**src/rtl/rmii_rx_pkg.sv**
```systemverilog
package rmii_rx_pkg;
  typedef enum logic [1:0] {
    ST_HUNT = 2'd0,
    ST_PRE  = 2'd1,
    ST_PAY  = 2'd2
  } hunt_state_t;
endpackage

```
**src/rtl/rmii_rx_sfd_fsm.sv**
```systemverilog
module rmii_rx_sfd_fsm
  import rmii_rx_pkg::*;
#(
  parameter int PAIR_W = 2
) (
  input  logic              clk,
  input  logic              rst_n,
  input  logic              carrier_valid,
  input  logic [PAIR_W-1:0] rx_pair,
  input  logic              odd_phase,
  output hunt_state_t       state_q,
  output logic              in_payload
);
  localparam logic [PAIR_W-1:0] CODE_PRE = PAIR_W'(1);
  localparam logic [PAIR_W-1:0] CODE_SFD = {PAIR_W{1'b1}};

  hunt_state_t state_d;
  logic        state_en;

  always_comb begin
    state_d = state_q;
    unique case (state_q)
      ST_HUNT: if (carrier_valid && rx_pair == CODE_PRE) state_d = ST_PRE;
      ST_PRE: begin
        if (!carrier_valid)            state_d = ST_HUNT;
        else if (rx_pair == CODE_SFD)  state_d = ST_PAY;
        else if (rx_pair != CODE_PRE)  state_d = ST_HUNT;
      end
      ST_PAY:  if (!carrier_valid && odd_phase) state_d = ST_HUNT;
      default: state_d = ST_HUNT;
    endcase
  end

  assign state_en = (state_d != state_q);

  always_ff @(posedge clk or negedge rst_n) begin
    if (!rst_n)        state_q <= ST_HUNT;
    else if (state_en) state_q <= state_d;
  end

  assign in_payload = (state_q == ST_PAY);
endmodule

```
**src/rtl/rmii_rx_dibit_packer.sv**
```systemverilog
module rmii_rx_dibit_packer #(
  parameter int DATA_W = 8,
  parameter int PAIR_W = 2
) (
  input  logic              clk,
  input  logic              rst_n,
  input  logic              in_payload,
  input  logic              carrier_valid,
  input  logic [PAIR_W-1:0] rx_pair,
  output logic              odd_phase,
  output logic [DATA_W-1:0] byte_q,
  output logic              byte_stb
);
  localparam int SLOTS   = DATA_W / PAIR_W;
  localparam int CNT_W   = $clog2(SLOTS);
  localparam int SHIFT_W = DATA_W - PAIR_W;
  localparam logic [CNT_W-1:0] LAST = CNT_W'(SLOTS - 1);

  logic [CNT_W-1:0]   slot_q, slot_d;
  logic [SHIFT_W-1:0] shift_q, shift_d;
  logic [DATA_W-1:0]  assembled;
  logic               accept, last_slot, byte_en, stb_d;

  assign odd_phase = slot_q[0];
  assign accept    = in_payload && !(odd_phase && !carrier_valid);
  assign last_slot = (slot_q == LAST);
  assign assembled = {rx_pair, shift_q};
  assign shift_d   = {rx_pair, shift_q[SHIFT_W-1:PAIR_W]};
  assign byte_en   = accept && last_slot;
  assign stb_d     = byte_en;

  always_comb begin
    if (!accept)        slot_d = '0;
    else if (last_slot) slot_d = '0;
    else                slot_d = slot_q + CNT_W'(1);
  end

  always_ff @(posedge clk or negedge rst_n) begin
    if (!rst_n) slot_q <= '0;
    else        slot_q <= slot_d;
  end

  always_ff @(posedge clk or negedge rst_n) begin
    if (!rst_n)      shift_q <= '0;
    else if (accept) shift_q <= shift_d;
  end

  always_ff @(posedge clk or negedge rst_n) begin
    if (!rst_n)       byte_q <= '0;
    else if (byte_en) byte_q <= assembled;
  end

  always_ff @(posedge clk or negedge rst_n) begin
    if (!rst_n) byte_stb <= 1'b0;
    else        byte_stb <= stb_d;
  end
endmodule

```
**src/rtl/rmii_rx_assembler.sv**
```systemverilog
module rmii_rx_assembler
  import rmii_rx_pkg::*;
#(
  parameter int DATA_W = 8,
  parameter int PAIR_W = 2
) (
  input  logic              clk,
  input  logic              rst_n,
  input  logic              carrier_valid,
  input  logic [PAIR_W-1:0] rx_pair,
  output logic [DATA_W-1:0] rx_byte,
  output logic              rx_byte_stb
);
  hunt_state_t fsm_state;
  logic        in_payload;
  logic        odd_phase;

  rmii_rx_sfd_fsm #(.PAIR_W(PAIR_W)) u_fsm (
    .clk           (clk),
    .rst_n         (rst_n),
    .carrier_valid (carrier_valid),
    .rx_pair       (rx_pair),
    .odd_phase     (odd_phase),
    .state_q       (fsm_state),
    .in_payload    (in_payload)
  );

  rmii_rx_dibit_packer #(.DATA_W(DATA_W), .PAIR_W(PAIR_W)) u_pack (
    .clk           (clk),
    .rst_n         (rst_n),
    .in_payload    (in_payload),
    .carrier_valid (carrier_valid),
    .rx_pair       (rx_pair),
    .odd_phase     (odd_phase),
    .byte_q        (rx_byte),
    .byte_stb      (rx_byte_stb)
  );
endmodule

```
**config.mk**
```make
export PLATFORM = sky130hd
export DESIGN_NAME = rmii_rx_assembler
export DESIGN_NICKNAME = d
export VERILOG_FILES = /design/src/rtl/rmii_rx_pkg.sv /design/src/rtl/rmii_rx_sfd_fsm.sv /design/src/rtl/rmii_rx_dibit_packer.sv /design/src/rtl/rmii_rx_assembler.sv
export SDC_FILE = /design/constraint.sdc
export NUM_CORES = 1
export LEC_CHECK = 0
export BUFFER_PORTS_ARGS = -buffer_cell sky130_fd_sc_hd__buf_4
export CORE_UTILIZATION = 35
export CTS_BUF_LIST = sky130_fd_sc_hd__clkbuf_2 sky130_fd_sc_hd__clkbuf_4 sky130_fd_sc_hd__clkbuf_8
export DETAILED_ROUTE_END_ITERATION = 12
export GPL_TIMING_DRIVEN = 0
export PLACE_DENSITY = 0.53
export SETUP_SLACK_MARGIN = 0.05
export SYNTH_ARGS = -nofsm -noshare
export SYNTH_HDL_FRONTEND = slang
export SYNTH_SLANG_ARGS = --single-unit
```
**constraint.sdc**
```tcl
create_clock -name clk -period 1.32 [get_ports clk]
set_input_delay 0.066 -clock clk [delete_from_list [all_inputs] [get_ports clk]]
set_output_delay 0.066 -clock clk [all_outputs]
set_load 0.05 [all_outputs]
```
After elaboration in Yosys (flattened, before gate mapping)
Index checks and enable logic that the tools add are counted.

Flip-flop bits (word level): 19. Input port bits: 5. Output and inout port bits: 9.

Add/sub/neg operators: 1. Equality and inequality tests: 7. Mux-type cells: 8. Reduce and logical (&&, ||, !) cells: 7.

Operator list (number): 2-bit two-way mux (7); 2-bit == test, second input constant (3); 2-bit case mux with 3 select lines (1); 2-bit by 1-bit == test with 1-bit output, second input constant (2); 1-bit logical AND (4); 2-bit by 1-bit adder with 2-bit output, second input constant (1); 1-bit zero test (2); 2-bit zero test (1); 2-bit by 1-bit inequality test with 1-bit output, second input constant (1); 2-bit inequality test (1).

Longest topological paths before layout
Gate-level depths: netlist of the first run.

Depth in word-level cells: 6. Depth in mapped cells: 4. Gate-level depth less buffers: 4.

By module
Synthesis of the first run repeated with hierarchy kept, for this count alone.

Cells, all modules: 47. Area total of the unflattened synthesis: 763.2 um^2.

Modules (own cells, without submodules): rmii_rx_dibit_packer (times used 1, cells an instance 39, area each 674.4 um^2); rmii_rx_sfd_fsm (times used 1, cells an instance 8, area each 88.8 um^2).

Worst setup path after synthesis of the first run
Ideal clock, no wire load.

Path type: register to register. Start: register u_pack.slot_q[0]. End: register u_pack.byte_q[0]. Setup time: 0.125 ns. Data arrival time: 1.161 ns. Data required time: 1.195 ns. Path slack: 0.034 ns. Cell stages (with the launch flop): 5. Path buffers: 0. Period minus slack after synthesis: 1.286 ns. Path through: dfrtp_1 ha_1 nand3_4 inv_4 mux2_4.

Longest elaborated chain between the ends: 4.

RTL lines: from (decl) (line rmii_rx_dibit_packer.sv:19) `logic [CNT_W-1:0] slot_q, slot_d;`; from (signal assigned) (line rmii_rx_dibit_packer.sv:40) `else slot_q <= slot_d;`; 1-bit logical AND (line rmii_rx_dibit_packer.sv:25) `assign accept = in_payload && !(odd_phase && !carrier_valid);`; 1-bit zero test (line rmii_rx_dibit_packer.sv:25); 1-bit logical AND (line rmii_rx_dibit_packer.sv:25); 1-bit logical AND (*) (line rmii_rx_dibit_packer.sv:29) `assign byte_en = accept && last_slot;`; named net u_pack.byte_en (line rmii_rx_dibit_packer.sv:22) `logic accept, last_slot, byte_en, stb_d;`; to (signal assigned) (line rmii_rx_dibit_packer.sv:50) `else if (byte_en) byte_q <= assembled;`; to (decl) (line rmii_rx_dibit_packer.sv:11) `output logic [DATA_W-1:0] byte_q,`.

The timed path passes the listed nets; every way through them passes the cells marked *. A chain may end at the register's enable or synchronous reset.

Worst setup path after layout of the first run
Start: register u_fsm.state_q[0]. End: register u_pack.shift_q[5].

Longest elaborated chain between the ends: 2.

RTL lines: from (decl) (line rmii_rx_sfd_fsm.sv:11) `output hunt_state_t state_q,`; from (signal assigned) (line rmii_rx_sfd_fsm.sv:38) `else if (state_en) state_q <= state_d;`; 2-bit == test (line rmii_rx_sfd_fsm.sv:41) `assign in_payload = (state_q == ST_PAY);`; 1-bit logical AND (line rmii_rx_dibit_packer.sv:25); to (signal assigned) (line rmii_rx_dibit_packer.sv:45) `else if (accept) shift_q <= shift_d;`; to (decl) (line rmii_rx_dibit_packer.sv:20) `logic [SHIFT_W-1:0] shift_q, shift_d;`.

No other way between the ends.

==> results of run 1 <==
-- kinds of logic (layout without fill, tap and decap cells) --
kind of cell             after synthesis  in the layout  share of synthesized area [%]
flip-flops                            19             19                           62.8
buffers and inverters                  2             25                           1.32
adder cells (fa/ha/maj)                1              1                           1.65
AO/OA/AOI/OAI                          3              3                           3.80
multiplexers                          14             14                           21.8
AND/OR/NAND/NOR                        8              8                           8.60
-- layout by cell type (no fill, tap or decap) --
master / n
a31oi_1: 1
dfrtp_2: 1
clkbuf_4: 4
dfrtp_1: 18
nor3_1: 1
inv_1: 1
nor3b_1: 1
buf_4: 16
nand3_4: 1
and2b_2: 1
a21oi_4: 1
and3_1: 1
mux2_2: 7
mux2_4: 7
ha_2: 1
dlygate4sd3_1: 2
inv_4: 1
o22ai_1: 1
nor2b_1: 1
nand2b_2: 2
buf_6: 1
-- power by group --
part / internal [W] / total, W / switching, W
Sequential: 0.000843 / 0.00100 / 0.000160
Combinational: 0.000625 / 0.00132 / 0.000693
Clock: 0.000138 / 0.000300 / 0.000162
-- state kept, by name (all words and copies together), names as in the netlist --
register / count
u_pack.shift_q: 6
u_pack.byte_q: 8
u_pack.byte_stb: 1
u_pack.slot_q: 2
u_fsm.state_q: 2
-- path summary, 6_finish.rpt --
path                                                  to  slack (ns)  depth (start not counted)
max in group asynchronous     u_pack.slot_q[0]$_DFF_PN0_        0.94                          2
max                        u_pack.shift_q[5]$_DFFE_PN0P_        0.01                          4
min in group asynchronous     u_pack.slot_q[1]$_DFF_PN0_        0.17                          2
max reg2reg                u_pack.shift_q[5]$_DFFE_PN0P_        0.01                          4
min                        u_pack.shift_q[4]$_DFFE_PN0P_        0.04                          2
min reg2reg                   u_pack.slot_q[0]$_DFF_PN0_        0.51                          1
-- cells in the mapped netlist --
master | n | area [um2]
nor3b_1 | 1 | 7.51
nand2b_2 | 1 | 8.76
o22ai_1 | 1 | 6.26
nand3_4 | 1 | 17.5
inv_4 | 1 | 6.26
a21oi_4 | 1 | 16.3
dfrtp_1 | 19 | 475
mux2_4 | 2 | 30.0
and3_1 | 1 | 6.26
ha_1 | 1 | 12.5
inv_1 | 1 | 3.75
nor3_1 | 1 | 5.00
nand2b_1 | 1 | 6.26
a31oi_1 | 1 | 6.26
nor2b_1 | 1 | 6.26
mux2_2 | 12 | 135
and2b_1 | 1 | 7.51
-- per-stage QoR --
stage	power (W)	cells	hold WS, ns	setup TNS, ns
3_3_place_gp	0.00211	87	-0.0442	-0.0535
2_1_floorplan	0.00182	47	-0.230	0
4_1_cts	0.00249	95	0.0272	0
3_5_place_dp	0.00214	87	-0.0460	-0.180
6_report	0.00262	97	0.0361	0
5_1_grt	0.00278	97	0.0151	-0.132
-- routing by layer --
metal / global-route usage [%] / part of all wire, % / vias up
met1: 15.9 / 47 / 229
li1: - / - / 213
met5: 0 / 0 / -
met4: 4.41 / 0.82 / 0
met3: 5.66 / 3.1 / 2
met2: 17.8 / 49 / 6
-- layout make-up --
cell class / count / area share (%)
Clock buffer: 4 / 3.01
Inverter: 2 / 1.00
Multi-Input combinational cell: 26 / 29.7
Sequential cell: 19 / 47.7
Tap cell: 27 / 3.38
Timing Repair Buffer: 19 / 15.2
-- timing repair --
action                     4_1_cts  5_1_grt
hold buffers                     2        0
setup endpoints to repair       14       14
gates cloned                     0        0
buffers inserted                 2        2
pin swaps                        2        1
hold endpoints to repair        20        0
gates resized for setup          2        7
-- worst max-delay path: stages, from the launching register on --
cell      delay [ns]
dfrtp_1         0.39
nand2b_2        0.21
a21oi_4         0.14
buf_4           0.14
mux2_2          0.32
==> metrics, run 1 <==
status=complete, no violations; root cell of the clock tree=clkbuf_4; Pins Over Slew Limit=0; mean post-synth cell area=16.1 um2; Vias=450; pre-CTS worst setup slack=-0.0490 ns; final setup fails=0; Clock Skew=0.00441 ns; min-delay src=rx_pair[0]; Leak Pwr=0.485 nW; Max-Cap Viols=0; post-layout min period=1.31 ns; total power per unit cell area=2620 mW/mm2; CP required=1.50 ns; Tightest Hold Check Type=primary input to register; Synth Register Bits=19; Critical Path Fanout Max=3; CTS buffer count=3; Via density=4.64; antenna-violating nets left=0; global placer's final weighted congestion=0.682; share of cells above drive strength 1=61.4%; worst vdd ir=1.06 mV; Final Hold Fails=0; final routed DRC violation total=0; Worst Max-Slew Pin Slew=0.238 ns; Ports=14; fin nets=77; Clock Latency Late Sink=0.28 ns; Storage cell area=477 um2; Net Count, Synth=53; DIE AREA=0.00235 mm2; largest net degree at the start of global routing=20; cells after synthesis=47; sequential area share after synthesis=62.8%; first-pass GRT wire length=2.10 mm; normalized max-slew margin=84.1%; Synth cell types=17; CP Launch Type=register; gr usage total=12.2%; H-tree levels=1; GRT overflow=0; Crit path arrival time=1.48 ns; WS Path Type=register to register; placed cell area=890 um2; CTS clk-pin slew, worst paths=0.10 ns; Final WS setup=0.0143 ns; vias in the first global route=448; Site Rows=16; Area growth, synth to finish=31.9%; Yosys warnings=0; reg2reg start=u_fsm.state_q[0]$_DFFE_PN0P_; final instance area=998 um2; IO Port Bufs=13; DRT iter0 DRCs=1; clock sink total=19; CP Capture Type=register; DR pass1 iterations=2; CP Launch Point=u_fsm.state_q[0]$_DFFE_PN0P_; Multi-input gate area=297 um2; CTS tree=yes; antenna violations before repair=0; wire per inst=12.6 um; Bufs on Longest Clock Path=2; ANT cells=0; final wirelength=1.23 mm; starting density of the core=37.8%; fill count=192; CORE AREA=0.00200 mm2; final core occ=49.9%; Post-Synthesis Cell Area=757 um2; Die Ht=48.5 um; Die W=48.5 um; f_max=766 MHz; final worst path period share=98.9%; RSZ-0062 raised after global routing=true
(Power assumes the default switching activity.)
==> run 2: changes to the inputs <==
--- a/config.mk
+++ b/config.mk
@@ -10,7 +10,7 @@
 export CTS_BUF_LIST = sky130_fd_sc_hd__clkbuf_2 sky130_fd_sc_hd__clkbuf_4 sky130_fd_sc_hd__clkbuf_8
 export DETAILED_ROUTE_END_ITERATION = 12
 export GPL_TIMING_DRIVEN = 0
-export PLACE_DENSITY = 0.53
+export PLACE_DENSITY_LB_ADDON = 0.12
 export SETUP_SLACK_MARGIN = 0.05
 export SYNTH_ARGS = -nofsm -noshare
 export SYNTH_HDL_FRONTEND = slang
==> metrics, run 2 (same netlist as run 1, synthesis figures left out) <==
status=finished with violations; failing checks=setup timing; fin nets=81; fill count=192; RSZ-0062 raised after global routing=true; total power per unit cell area=2670 mW/mm2; R2R cell count=4; antenna violations before repair=0; DR pass1 iterations=3; H-tree levels=1; wire per inst=13.7 um; CORE AREA=0.00200 mm2; starting density of the core=37.8%; clock sink total=19; GRT overflow=0; Largest regs=u_pack.byte_q: 8 flops, u_pack.shift_q: 6 flops; final routed DRC violation total=0; final cell count without fillers=101; CP required=1.51 ns; Bufs on Longest Clock Path=2; final instance area=0.00106 mm2; Die Ht=48.5 um; worst vdd ir=1.28 mV; Hold Crit Depth=2; CP Launch Type=register; Pint=0.00174 W; min-delay src=rx_pair[0]; Clock Skew=0.00110 ns; Site Rows=16; ANT cells=0; CTS buffer count=3; Die W=48.5 um; share of cells above drive strength 1=63.5%; vias in the first global route=513; Leak Pwr=0.512 nW; Sequential Power Share=36.4%; most frequent cells in the layout=buf_4 (18), dfrtp_1 (18), mux2_4 (7), mux2_2 (7), clkbuf_4 (4); Pins Over Slew Limit=0; CTS clk-pin slew, worst paths=0.10 ns; Max-Cap Viols=0; Area growth, synth to finish=40.0%; final hold slack=0.0251 ns; Multi-input gate area=312 um2; Final Hold Fails=0; R2R Setup Slk=-0.004 ns; Post-DP HPWL=792 um; post-layout min period=1.32 ns; WS Path Type=register to register; Crit path arrival time=1.51 ns; Sw Ratio=38.5%; Top reg by flops=u_pack.byte_q; first-pass GRT wire length=2.46 mm; normalized max-slew margin=84.0%; Clock Latency Late Sink=0.29 ns; Ports=14; reg2reg start=u_pack.slot_q[0]$_DFF_PN0_; Final WS setup=-0.00379 ns; largest net degree at the start of global routing=20; final wirelength=1.38 mm; Via density=4.55; Vias=460; placed cell area=890 um2; Placed Instances=87; final setup fails=1; global placer's final weighted congestion=0.689; Tightest Hold Check Type=primary input to register; gr usage total=14.0%; Storage cell area=477 um2; CP Capture Type=register; antenna-violating nets left=0; root cell of the clock tree=clkbuf_4; Comb power frac=52.8%; DIE AREA=0.00235 mm2; DRT iter0 DRCs=7; CTS tree=yes; f_max=755 MHz; Clock Power Share=10.9%; IO Port Bufs=13; NetSw=0.00109 W; max reg flops=8; R2R Path End=u_pack.shift_q[4]$_DFFE_PN0P_; final worst path period share=100%; Critical Path Fanout Max=4; Hold Path End=u_pack.byte_q[6]$_DFFE_PN0P_; Worst Max-Slew Pin Slew=0.240 ns
-- run 2: changes by cell type in the layout (fill, tap and decap cells not counted) --
cell      change
buf_4         +2
nand2b_2      -1
ha_4          +1
buf_12        +1
nand2b_4      +1
ha_2          -1
buf_6         +1
-- run 2: metal layers --
layer	up-vias	share of wire [%]	global-route usage, %
met2	9	52	22.5
met1	232	44	17.8
met5	-	0	0
met4	0	0	4.41
met3	0	3.5	4.72
li1	219	-	-
-- run 2: power groups by stage --
stage                     logic (W)  registers (W)  clock network, W
after floorplan            0.000442        0.00138                 0
after global placement      0.00110        0.00101                 0
after detailed placement    0.00111        0.00102                 0
after CTS                   0.00141        0.00102          0.000329
after global routing        0.00158        0.00107          0.000357
final                       0.00149        0.00103          0.000307
-- run 2: through the flow --
step	total power (W)	setup slack, ns	util [%]	TNS [ns]
after floorplan	0.00182	0.0755	-	0
after global routing	0.00300	-0.0589	52.9	-0.315
after CTS	0.00276	0.0190	52.0	0
after global placement	0.00211	-0.0351	44.4	-0.0852
after detailed placement	0.00213	-0.0304	44.4	-0.0691
final	0.00283	-0.00379	52.9	-0.00379
-- run 2: repair_timing --
item / CTS / global route
hold buffers: 2 / 0
endpoints found under the setup margin: 14 / 14
pin swaps: 2 / 2
gates cloned: 0 / 0
gates resized for setup: 10 / 1
endpoints found under the hold margin: 20 / 0
buffers inserted: 6 / 2
-- run 2: critical path: stages (launching register included) --
cell and delay (ns):
dfrtp_2 0.47, buf_12 0.14, a21oi_4 0.15, buf_6 0.15, mux2_4 0.30
-- run 2: area by class of cell --
type | instances | share of cell area, %
clock buffer | 4 | 2.83
inverter | 2 | 0.945
multi-input combinational | 26 | 29.4
sequential | 19 | 45.0
tap | 27 | 3.19
timing repair buffer | 23 | 18.7
-- run 2: worst max path at each step --
stage	from	to	cells past startpoint
2_1_floorplan	u_pack.slot_q[0]$_DFF_PN0_	u_pack.byte_q[2]$_DFFE_PN0P_	3
3_3_place_gp	u_pack.slot_q[0]$_DFF_PN0_	u_pack.byte_q[0]$_DFFE_PN0P_	4
3_5_place_dp	u_pack.slot_q[0]$_DFF_PN0_	u_pack.byte_q[0]$_DFFE_PN0P_	4
4_1_cts	u_fsm.state_q[0]$_DFFE_PN0P_	u_pack.byte_q[0]$_DFFE_PN0P_	4
5_1_grt	u_fsm.state_q[0]$_DFFE_PN0P_	u_pack.byte_q[0]$_DFFE_PN0P_	4
6_report	u_pack.slot_q[0]$_DFF_PN0_	u_pack.shift_q[4]$_DFFE_PN0P_	4
